File: config.mk
export PLATFORM = sky130hd
export DESIGN_NAME = dma_channel_slice
export DESIGN_NICKNAME = d
export VERILOG_FILES = /design/src/rtl/dma_slice_pkg.sv /design/src/rtl/dma_byte_ptr.sv /design/src/rtl/dma_wide_reg.sv /design/src/rtl/dma_xfer_ctrl.sv /design/src/rtl/dma_channel_slice.sv
export SDC_FILE = /design/constraint.sdc
export NUM_CORES = 1
export LEC_CHECK = 0
export BUFFER_PORTS_ARGS = -buffer_cell sky130_fd_sc_hd__buf_2
export CORE_ASPECT_RATIO = 1.4
export CORE_MARGIN = 8
export CORE_UTILIZATION = 48
export DETAILED_ROUTE_END_ITERATION = 7
export HOLD_SLACK_MARGIN = 0.12
export PLACE_DENSITY = 0.68
export SLEW_MARGIN = 20
export SYNTH_ARGS = -nofsm -noshare
export SYNTH_HDL_FRONTEND = slang
export SYNTH_SLANG_ARGS = --single-unit
File: constraint.sdc
create_clock -name clk -period 3.8 [get_ports clk]
set_clock_uncertainty 0.15 [all_clocks]
set_input_delay 0.19 -clock clk [delete_from_list [all_inputs] [get_ports clk]]
set_output_delay 0.19 -clock clk [all_outputs]
set_load 0.01 [all_outputs]
File: src/rtl/dma_slice_pkg.sv
package dma_slice_pkg;
   typedef enum logic [2:0] {
      PORT_ADDR    = 3'd0,
      PORT_COUNT   = 3'd1,
      PORT_PAGE_LO = 3'd2,
      PORT_PAGE_HI = 3'd3,
      PORT_MODE    = 3'd4,
      PORT_MASK    = 3'd5,
      PORT_PTR_CLR = 3'd6,
      PORT_STATUS  = 3'd7
   } port_sel_e;

   typedef enum logic [1:0] {
      XT_NONE      = 2'd0,
      XT_TO_MEM    = 2'd1,
      XT_FROM_MEM  = 2'd2,
      XT_ILLEGAL   = 2'd3
   } xfer_kind_e;
endpackage

File: src/rtl/dma_byte_ptr.sv
module dma_byte_ptr #(
   parameter int BYTES = 2,
   localparam int PTR_W = (BYTES > 1) ? $clog2(BYTES) : 1
) (
   input  logic             clk,
   input  logic             rst_n,
   input  logic             clr,
   input  logic             adv,
   output logic [PTR_W-1:0] sel
);
   initial begin
      assert (BYTES >= 2) else $fatal(1, "byte pointer needs at least two bytes");
   end

   always_ff @(posedge clk) begin
      if (!rst_n)                         sel <= '0;
      else if (clr)                       sel <= '0;
      else if (adv) begin
         if (sel == PTR_W'(BYTES - 1))    sel <= '0;
         else                             sel <= sel + PTR_W'(1);
      end
   end

   AST_PTR_CLEARED: assert property (@(posedge clk) disable iff (!rst_n) clr |=> (sel == '0));
   AST_PTR_HOLDS:   assert property (@(posedge clk) disable iff (!rst_n) (!clr && !adv) |=> $stable(sel));
endmodule

File: src/rtl/dma_wide_reg.sv
module dma_wide_reg #(
   parameter int BYTE_W  = 8,
   parameter int BYTES   = 2,
   parameter bit STEP_UP = 1'b1,
   localparam int VAL_W  = BYTE_W * BYTES,
   localparam int PTR_W  = (BYTES > 1) ? $clog2(BYTES) : 1
) (
   input  logic              clk,
   input  logic              rst_n,
   input  logic              load,
   input  logic [PTR_W-1:0]  byte_sel,
   input  logic [BYTE_W-1:0] wdata,
   input  logic              step,
   output logic [VAL_W-1:0]  value,
   output logic [BYTE_W-1:0] rd_byte
);
   logic [VAL_W-1:0] stepped;
   logic [VAL_W-1:0] value_d;

   initial begin
      assert (BYTE_W >= 1 && BYTES >= 2) else $fatal(1, "wide register shape invalid");
   end

   generate
      if (STEP_UP) begin : g_up
         assign stepped = value + VAL_W'(1);
      end else begin : g_down
         assign stepped = value - VAL_W'(1);
      end
   endgenerate

   always_comb begin
      value_d = value;
      if (load) begin
         for (int i = 0; i < BYTES; i++) begin
            if (byte_sel == PTR_W'(i)) value_d[i*BYTE_W +: BYTE_W] = wdata;
         end
      end else if (step) begin
         value_d = stepped;
      end
   end

   always_ff @(posedge clk) begin
      if (!rst_n) value <= '0;
      else        value <= value_d;
   end

   assign rd_byte = value[byte_sel*BYTE_W +: BYTE_W];

   generate
      if (STEP_UP) begin : g_chk_up
         AST_STEP_UP_ONE: assert property (@(posedge clk) disable iff (!rst_n) (step && !load) |=> (value == $past(value) + VAL_W'(1)));
      end else begin : g_chk_down
         AST_STEP_DOWN_ONE: assert property (@(posedge clk) disable iff (!rst_n) (step && !load) |=> (value == $past(value) - VAL_W'(1)));
      end
   endgenerate
   AST_IDLE_HOLDS: assert property (@(posedge clk) disable iff (!rst_n) (!step && !load) |=> $stable(value));
endmodule

File: src/rtl/dma_xfer_ctrl.sv
module dma_xfer_ctrl
   import dma_slice_pkg::*;
#(
   parameter int BYTE_W   = 8,
   parameter int NUM_CHAN = 4,
   parameter int CHAN     = 2,
   localparam int CH_W    = (NUM_CHAN > 1) ? $clog2(NUM_CHAN) : 1
) (
   input  logic                clk,
   input  logic                rst_n,
   input  logic                mode_wr,
   input  logic                mask_wr,
   input  logic                status_rd,
   input  logic [BYTE_W-1:0]   wdata,
   input  logic                dreq,
   input  logic                cnt_zero,
   output logic                dack,
   output logic                tc,
   output logic                mem_write,
   output logic                masked,
   output logic [BYTE_W-1:0]   mode,
   output logic [NUM_CHAN-1:0] flags
);
   logic       hit;
   logic       grant;
   xfer_kind_e kind;

   initial begin
      assert (CHAN < NUM_CHAN) else $fatal(1, "channel number out of range");
      assert (CH_W + 2 <= BYTE_W) else $fatal(1, "mode fields exceed byte");
      assert (NUM_CHAN < BYTE_W) else $fatal(1, "status flags exceed byte");
   end

   assign hit       = (wdata[CH_W-1:0] == CH_W'(CHAN));
   assign kind      = xfer_kind_e'(mode[CH_W+1:CH_W]);
   assign mem_write = (kind == XT_TO_MEM);
   assign grant     = !dack && !masked && dreq && (kind == XT_TO_MEM || kind == XT_FROM_MEM);
   assign tc        = dack && cnt_zero;

   always_ff @(posedge clk) begin
      if (!rst_n) begin
         mode   <= '0;
         masked <= 1'b1;
         dack   <= 1'b0;
      end else begin
         dack <= grant;
         if (mode_wr && hit) mode <= wdata;
         if (tc)                  masked <= 1'b1;
         else if (mask_wr && hit) masked <= wdata[CH_W];
      end
   end

   generate
      for (genvar gi = 0; gi < NUM_CHAN; gi++) begin : g_flag
         if (gi == CHAN) begin : g_own
            always_ff @(posedge clk) begin
               if (!rst_n)         flags[gi] <= 1'b0;
               else if (tc)        flags[gi] <= 1'b1;
               else if (status_rd) flags[gi] <= 1'b0;
            end
         end else begin : g_other
            assign flags[gi] = 1'b0;
         end
      end
   endgenerate

   AST_ACK_ONE_CYCLE:  assert property (@(posedge clk) disable iff (!rst_n) dack |=> !dack);
   AST_ACK_HAS_CAUSE:  assert property (@(posedge clk) disable iff (!rst_n) $rose(dack) |-> ($past(dreq) && !$past(masked)));
   AST_TC_SETS_STATE:  assert property (@(posedge clk) disable iff (!rst_n) tc |=> (masked && flags[CHAN]));
   AST_MASKED_NO_ACK:  assert property (@(posedge clk) disable iff (!rst_n) (masked && !dack) |=> !dack);
   AST_FLAG_ONEHOT:    assert property (@(posedge clk) disable iff (!rst_n) $onehot0(flags));
endmodule

File: src/rtl/dma_channel_slice.sv
module dma_channel_slice
   import dma_slice_pkg::*;
#(
   parameter int BYTE_W     = 8,
   parameter int REG_BYTES  = 2,
   parameter int PAGE_BYTES = 2,
   parameter int NUM_CHAN   = 4,
   parameter int CHAN       = 2,
   localparam int ADDR_W    = BYTE_W * REG_BYTES,
   localparam int PAGE_W    = BYTE_W * PAGE_BYTES,
   localparam int MEM_AW    = ADDR_W + PAGE_W,
   localparam int PTR_W     = (REG_BYTES > 1) ? $clog2(REG_BYTES) : 1
) (
   input  logic              clk,
   input  logic              rst_n,
   input  logic              host_wr,
   input  logic              host_rd,
   input  logic [2:0]        host_sel,
   input  logic [BYTE_W-1:0] host_wdata,
   output logic [BYTE_W-1:0] host_rdata,
   input  logic              dreq,
   output logic              dack,
   output logic              tc,
   output logic [MEM_AW-1:0] mem_addr,
   output logic              mem_write
);
   port_sel_e             sel;
   logic [PTR_W-1:0]      ptr;
   logic                  ptr_adv, ptr_clr;
   logic                  addr_ld, cnt_ld;
   logic [ADDR_W-1:0]     addr_q, cnt_q;
   logic [BYTE_W-1:0]     addr_byte, cnt_byte;
   logic [PAGE_W-1:0]     page_q;
   logic                  masked;
   logic [BYTE_W-1:0]     mode;
   logic [NUM_CHAN-1:0]   flags;
   logic                  page_wr;

   initial begin
      assert (PAGE_BYTES == 2) else $fatal(1, "two page ports are decoded");
   end

   assign sel     = port_sel_e'(host_sel);
   assign ptr_adv = (host_wr || host_rd) && (sel == PORT_ADDR || sel == PORT_COUNT);
   assign ptr_clr = host_wr && (sel == PORT_PTR_CLR);
   assign addr_ld = host_wr && (sel == PORT_ADDR);
   assign cnt_ld  = host_wr && (sel == PORT_COUNT);
   assign page_wr = host_wr && (sel == PORT_PAGE_LO || sel == PORT_PAGE_HI);

   dma_byte_ptr #(.BYTES(REG_BYTES)) i_ptr (
      .clk(clk), .rst_n(rst_n), .clr(ptr_clr), .adv(ptr_adv), .sel(ptr)
   );

   dma_wide_reg #(.BYTE_W(BYTE_W), .BYTES(REG_BYTES), .STEP_UP(1'b1)) i_addr (
      .clk(clk), .rst_n(rst_n), .load(addr_ld), .byte_sel(ptr), .wdata(host_wdata),
      .step(dack), .value(addr_q), .rd_byte(addr_byte)
   );

   dma_wide_reg #(.BYTE_W(BYTE_W), .BYTES(REG_BYTES), .STEP_UP(1'b0)) i_count (
      .clk(clk), .rst_n(rst_n), .load(cnt_ld), .byte_sel(ptr), .wdata(host_wdata),
      .step(dack), .value(cnt_q), .rd_byte(cnt_byte)
   );

   generate
      for (genvar gp = 0; gp < PAGE_BYTES; gp++) begin : g_page
         always_ff @(posedge clk) begin
            if (!rst_n)
               page_q[gp*BYTE_W +: BYTE_W] <= '0;
            else if (host_wr && host_sel == 3'(int'(PORT_PAGE_LO) + gp))
               page_q[gp*BYTE_W +: BYTE_W] <= host_wdata;
         end
      end
   endgenerate

   dma_xfer_ctrl #(.BYTE_W(BYTE_W), .NUM_CHAN(NUM_CHAN), .CHAN(CHAN)) i_ctrl (
      .clk(clk), .rst_n(rst_n),
      .mode_wr(host_wr && sel == PORT_MODE),
      .mask_wr(host_wr && sel == PORT_MASK),
      .status_rd(host_rd && sel == PORT_STATUS),
      .wdata(host_wdata), .dreq(dreq), .cnt_zero(cnt_q == '0),
      .dack(dack), .tc(tc), .mem_write(mem_write), .masked(masked),
      .mode(mode), .flags(flags)
   );

   assign mem_addr = {page_q, addr_q};

   always_comb begin
      case (sel)
         PORT_ADDR:    host_rdata = addr_byte;
         PORT_COUNT:   host_rdata = cnt_byte;
         PORT_PAGE_LO: host_rdata = page_q[BYTE_W-1:0];
         PORT_PAGE_HI: host_rdata = page_q[PAGE_W-1:PAGE_W-BYTE_W];
         PORT_MODE:    host_rdata = mode;
         PORT_MASK:    host_rdata = {{(BYTE_W-1){1'b0}}, masked};
         PORT_STATUS:  host_rdata = {{(BYTE_W-NUM_CHAN){1'b0}}, flags};
         default:      host_rdata = '0;
      endcase
   end

   AST_PAGE_FIXED:  assert property (@(posedge clk) disable iff (!rst_n) (dack && !page_wr) |=> $stable(mem_addr[MEM_AW-1:ADDR_W]));
   AST_TC_ON_LAST:  assert property (@(posedge clk) disable iff (!rst_n) (tc && !cnt_ld) |=> (cnt_q == '1));
endmodule

==> flow_metrics.py, run 1 <==
metrics = {
    "power_and_ir_drop": {
        "pwr-share-comb_pct": 13.5,
        "powerDensity_nw_per_um2": 354,
        "p_clk_share_pct": 43.3,
        "pwr-share-seq_pct": 43.2,
        "switchingPower_uw": 429,
        "netSwitchingFraction_pct": 28.1,
        "leakage_nw": 1.72,
        "internal_power_mw": 1.10,
        "ir_drop_uv": 227,
    },
    "floorplanning": {
        "core_area_um2": 7360,
        "dieHeight_um": 119,
        "ios": 59,
        "initial_core_util_pct": 49.3,
        "num_rows": 37,
        "die_area_um2": 10600,
        "die_w_um": 89.5,
    },
    "layout": {
        "fin_util_pct": 58.5,
        "nFillCells": 677,
        "multi_input_area_um2": 2260,
        "n_antenna_cell": 0,
        "seqCellArea_um2": 1200,
        "fin_cells": 605,
        "drive_gt1_share_pct": 19.3,
        "fin_nets": 522,
        "area_growth_pct": 18.6,
    },
    "run": {
        "maxCapViolations": 0,
    },
    "global_route": {
        "grt_pass1_vias": 3640,
        "antenna_found_initial": 0,
        "grt_usage_pct": 22.8,
        "grt_max_degree": 44,
        "overflow": 0,
        "grt_pass1_wl_mm": 18.6,
    },
    "timing": {
        "max_clock_freq_ghz": 0.385,
        "hold_viol": 0,
        "finalCriticalPeriod_ns": 2.60,
        "finalCritPeriodShare_pct": 68.4,
        "tightest_slew_ns": 0.944,
        "slew_headroom_pct": 36.8,
        "setup_viol": 0,
        "rsz0062_at_grt": "no",
        "fin_tns_setup_ns": 0,
        "setup_ws_ns": 1.20,
        "slew_violations": 0,
    },
    "cts": {
        "cts-buffers-inserted": 9,
        "insertion_delay_ns": 0.35,
        "cts.reportedPaths.clkPinSlew_ns": 0.08,
        "clk_root_buffer_cell": "clkbuf_8",
        "holdBufCountCts": 11,
        "cts_tree": "built",
        "clock_path_buffers": 2,
        "cts_htree_levels": 3,
        "cts_resized": 0,
        "clock_sinks": 60,
        "postCtsSetupBuffers": 0,
    },
    "routing": {
        "wirelength_mm": 11.9,
        "drtIter0Drc": 369,
        "avgViaCountPerCell": 6.31,
        "route.vias.total": 3816,
        "ant_nets": 0,
        "wl_per_cell_um": 19.6,
        "dr.pass1.iters": 5,
        "drc": 0,
    },
    "synthesis": {
        "syn-num-nets": 462,
        "synth.top_cells.by_count": "nand2_1, dfxtp_1, a21oi_1",
        "seq_area_frac_synth_pct": 33.1,
        "synth-seq-cells": 60,
        "async_flop_share_pct": 0,
        "synth_most_common_cell": "nand2_1",
        "ys_warn_count": 0,
        "synth.distinct_cells": 60,
        "synth_edf_count": 0,
        "synthCells": 443,
        "syn_area_per_cell_um2": 8.19,
        "yosys-top-cells-area": "dfxtp_1, mux2i_1, nand2_1",
        "synth_largest_area_cell": "dfxtp_1",
        "synth_area_um2": 3630,
        "ys.flop_type": "dfxtp_1",
        "synth_top_area_share_pct": 33.1,
    },
    "setup_path": {
        "slowest_delay_ns": 0.77,
        "critPathMaxFanout": 10,
        "start_kind": "flip-flop",
        "reg2regPathDepth": 5,
        "path_cells": "nor4_2 -> and3_1 -> nand3_1 -> inv_1 -> buf_2",
        "worstPathArrival_ns": 2.26,
        "cp-end-kind": "output port",
        "criticalPathCategory": "flip-flop to output port",
        "rr_startpoint": "i_addr.value[0]",
        "cp.required_ns": 3.46,
        "reg2reg_slack_ns": 1.57,
        "slowest_stage": "nor4_2",
        "reg2reg_to": "i_addr.value[14]",
    },
    "run_status": {
        "status": "completed",
    },
    "hold_path": {
        "hold_path_depth": 2,
        "min-delay-start": "rst_n",
        "hold_path_end": "i_ctrl.masked",
        "min_path_type": "input port to flip-flop",
    },
    "placed_design": {
        "hpwl_mm": 8.33,
        "place_congestion": 1.00,
        "dp.cells": 578,
        "portBuffers": 58,
        "pre_cts_ws_ns": 1.42,
    },
}
[cells by family (layout without fill, tap and decap cells)]
family	Yosys count	in the layout	synth area share [%]
AO/OA/AOI/OAI	121	121	21.9
AND/OR/NAND/NOR	178	178	24.7
multiplexers	40	40	13.8
adder cells (fa/ha/maj)	3	3	1.03
buffers and inverters	39	104	4.97
flip-flops	60	60	33.1
XOR/XNOR	2	2	0.483
[power groups by stage]
stage	clock network [mW]	logic [mW]	registers, mW
2_1_floorplan	0	0.129	0.672
3_3_place_gp	0	0.193	0.672
3_5_place_dp	0	0.194	0.673
4_1_cts	0.667	0.204	0.658
5_1_grt	0.693	0.225	0.660
6_report	0.659	0.206	0.659
[worst max-delay path by stage]
stage                     slack, ns        startpoint             to
after global placement         1.45       host_sel[0]  host_rdata[2]
after floorplan                1.81         i_ptr.sel  host_rdata[0]
after global routing           1.07  i_count.value[4]             tc
after detailed placement       1.42       host_sel[0]  host_rdata[2]
after CTS                      1.21  i_count.value[4]             tc
final                          1.20  i_count.value[4]             tc
[critical path: cells and delay by family, from the launching register on]
family | cells | cell delay, ns
and+or+nand+nor | 3 | 1.29
DFF | 1 | 0.37
buffers and inverters | 2 | 0.24
[area by class of cell]
class	count	area share [%]
multi-input combinational	344	52.5
timing repair buffer	76	10.5
inverter	12	1.05
sequential	60	27.9
tap	97	2.82
clock inverter	7	2.36
clock buffer	9	2.88
[cells in the final DEF, fill, tap and decap left out, types with 3 or more instances in the layout]
cell type / Yosys / layout
nand3_1: 20 / 20
o21ai_0: 16 / 16
a211oi_1: 6 / 6
o21a_1: 3 / 3
nor2b_1: 4 / 4
nor4_1: 7 / 7
mux4_2: 6 / 6
clkbuf_8: 0 / 9
nand2b_1: 5 / 5
or4_1: 6 / 6
a31oi_1: 5 / 5
o22ai_1: 9 / 9
nor2_1: 34 / 34
ha_1: 3 / 3
buf_4: 1 / 7
nand2_1: 64 / 64
nor3_1: 6 / 6
o31a_1: 7 / 7
o211ai_1: 9 / 9
inv_1: 11 / 11
clkinv_4: 0 / 3
mux2i_1: 31 / 31
and2_1: 3 / 3
and3_1: 4 / 4
dfxtp_1: 60 / 60
a21oi_1: 38 / 38
dlygate4sd3_1: 0 / 11
a21o_1: 7 / 7
nand4_1: 10 / 10
buf_2: 6 / 58
[per-stage QoR]
stage                     area [µm²]  hold slack [ns]  total power, mW
after CTS                       4300            0.136             1.53
after global routing            4300            0.184             1.58
after detailed placement        3960            0.294            0.867
after floorplan                 3630            0.169            0.801
after global placement          3960            0.286            0.865
final                           4300            0.154             1.52
[sequential cells by signal, summed over array words and instances, names as in the netlist]
register and flops:
i_ptr.sel 1, i_count.value 16, i_ctrl.flags 1, i_addr.value 16, i_ctrl.masked 1, i_ctrl.dack 1
mem_addr 16, i_ctrl.mode 8
[layer usage]
metal	share of wire, %	routed length, µm	vias up	global-route usage, %
met5	0	0	-	0
met4	3.8	453	0	12.7
met3	7.8	930	34	5.09
met2	48	5660	177	36.0
met1	41	4830	1821	27.6
li1	-	-	1784	-
(Power assumes the default switching activity.)
==> run 2: changes to the inputs <==
==> constraint.sdc (replaced) <==
create_clock -name clk -period 2.5 [get_ports clk]
set_clock_uncertainty 0.15 [all_clocks]
set_input_delay 0.125 -clock clk [delete_from_list [all_inputs] [get_ports clk]]
set_output_delay 0.125 -clock clk [all_outputs]
set_load 0.01 [all_outputs]
==> run 2 against run 1 <==
Effect of this change: clock-buffer cell count is the same; cell count up 3.6%; non-clock buffer count is 22 higher; utilization increased by 2.0 points; wire length rose by 3.1%; sequential share of layout area shrank 0.90 points; via count grew 2.3%; largest power group unchanged; critical path depth is the same; combinational power grew 62%.
==> flow_metrics.py, run 2 (same netlist as run 1, synthesis figures left out) <==
metrics = {
    "routing": {
        "dr.pass1.iters": 5,
        "drtIter0Drc": 436,
        "avgViaCountPerCell": 6.23,
        "route.vias.total": 3904,
        "ant_nets": 0,
        "wirelength_mm": 12.2,
        "wl_per_cell_um": 19.5,
        "drc": 0,
    },
    "run_status": {
        "status": "completed",
    },
    "timing": {
        "rsz0062_at_grt": "no",
        "finalCriticalPeriod_ns": 2.36,
        "tightest_slew_ns": 0.749,
        "fin_tns_setup_ns": 0,
        "hold_viol": 0,
        "slew_headroom_pct": 48.6,
        "max_clock_freq_ghz": 0.424,
        "slew_violations": 0,
        "setup_viol": 0,
        "finalCritPeriodShare_pct": 94.2,
    },
    "global_route": {
        "met3_usage_pct": 6.19,
        "top_usage_layer": "met2",
        "overflow": 0,
        "met1_usage_pct": 28.4,
        "grt_usage_pct": 23.7,
        "grt_pass1_wl_mm": 19.5,
        "grt_use_met2_pct": 37.5,
        "antenna_found_initial": 0,
        "grt_max_degree": 28,
        "grt_pass1_vias": 3764,
    },
    "run": {
        "maxCapViolations": 0,
    },
    "layout": {
        "fin_util_pct": 60.5,
        "multi_input_area_um2": 2250,
        "fin_nets": 544,
        "n_antenna_cell": 0,
        "mostFrequentLayoutCells": "nand2_1, dfxtp_1, buf_2",
        "mostFrequentLayoutCell": "nand2_1",
        "drive_gt1_share_pct": 21.7,
        "area_growth_pct": 22.7,
        "seqCellArea_um2": 1200,
        "nFillCells": 665,
    },
    "hold_path": {
        "min_path_type": "input port to flip-flop",
    },
    "setup_path": {
        "critPathBufInv": 2,
        "cp.required_ns": 2.23,
        "slowest_delay_ns": 0.62,
        "slowest_stage": "or4_1",
        "criticalPathCategory": "flip-flop to output port",
        "path_cells": "or4_1 -> nor3_1 -> nand3_1 -> inv_1 -> buf_2",
        "critPathMaxFanout": 7,
        "reg2reg_slack_ns": 0.37,
        "cp-end-kind": "output port",
        "worstPathArrival_ns": 2.08,
        "crit_family": "simple AND/OR/NAND/NOR gates",
        "start_kind": "flip-flop",
    },
    "floorplanning": {
        "ios": 59,
        "die_w_um": 89.5,
        "num_rows": 37,
        "die_area_um2": 10600,
        "initial_core_util_pct": 49.3,
        "dieHeight_um": 119,
        "core_area_um2": 7360,
    },
    "cts": {
        "cts_htree_levels": 3,
        "cts_tree": "built",
        "cts.reportedPaths.clkPinSlew_ns": 0.08,
        "clock_sinks": 60,
        "insertion_delay_ns": 0.36,
        "clk_root_buffer_cell": "clkbuf_8",
        "cts-buffers-inserted": 9,
        "clock_path_buffers": 2,
    },
    "placed_design": {
        "place_congestion": 0.915,
        "portBuffers": 58,
        "hpwl_mm": 8.69,
    },
    "power_and_ir_drop": {
        "ir_drop_uv": 387,
        "powerDensity_nw_per_um2": 503,
        "leakage_nw": 1.82,
        "power.total_mw": 2.24,
    },
}
run 2: cell type report:
class                   instances  area share [%]
clock inverters                 7            1.69
multi-input cells             344            50.6
repair buffers                 98            14.2
well taps                      97            2.73
inverters                      12            1.01
flip-flops and latches         60            27.0
clock buffers                   9            2.78
run 2: what timing repair did:
item / in CTS / in global routing
hold endpoints to repair: 42 / 0
buffers inserted: 0 / 0
endpoints found under the setup margin: 0 / 2
resized for setup: 0 / 1
hold buffers: 16 / 0
run 2: final timing paths:
check,start,end,cells after the start
setup / recovery,i_count.value[10],tc,5
hold / removal,host_wr,i_ctrl.masked,5
setup reg to reg,i_addr.value[0],i_addr.value[14],5
hold reg to reg,i_ctrl.mode[1],i_ctrl.mode[1],2
run 2: layer usage:
layer	part of all wire, %	routed length (µm)	vias to the layer above
met4	4.1	500	0
met2	47	5780	207
met3	9.0	1100	44
li1	-	-	1818
met5	0	0	-
met1	40	4860	1835
run 2: metrics by stage:
| step | setup WS [ns] | cells | hold WS (ns) | instance area (µm²) |
|---|---|---|---|---|
| floorplan | 0.573 | 443 | 0.104 | 3630 |
| global placement | 0.438 | 595 | 0.233 | 4090 |
| detailed placement | 0.408 | 595 | 0.225 | 4090 |
| CTS | 0.0936 | 627 | 0.183 | 4450 |
| global route | 0.0713 | 627 | 0.208 | 4450 |
| finish | 0.144 | 627 | 0.214 | 4450 |
run 2: where the power goes:
| part | total (mW) | leakage (nW) | switching [mW] | internal, mW |
|---|---|---|---|---|
| Clock | 0.899 | 0.104 | 0.435 | 0.465 |
| Sequential | 1.01 | 0.485 | 0.0314 | 0.974 |
| Combinational | 0.333 | 1.23 | 0.189 | 0.144 |
| Total | 2.24 | 1.82 | 0.655 | 1.58 |
run 2: worst reg2reg max path, delay by kind of cell, from the launching register on:
family                     cells  cell delay (ns)
and+or+nand+nor                1             0.56
DFF                            1             0.50
AOI/OAI and AO/OA              2             0.39
adders and majority gates      1             0.32
buffers and inverters          1             0.14
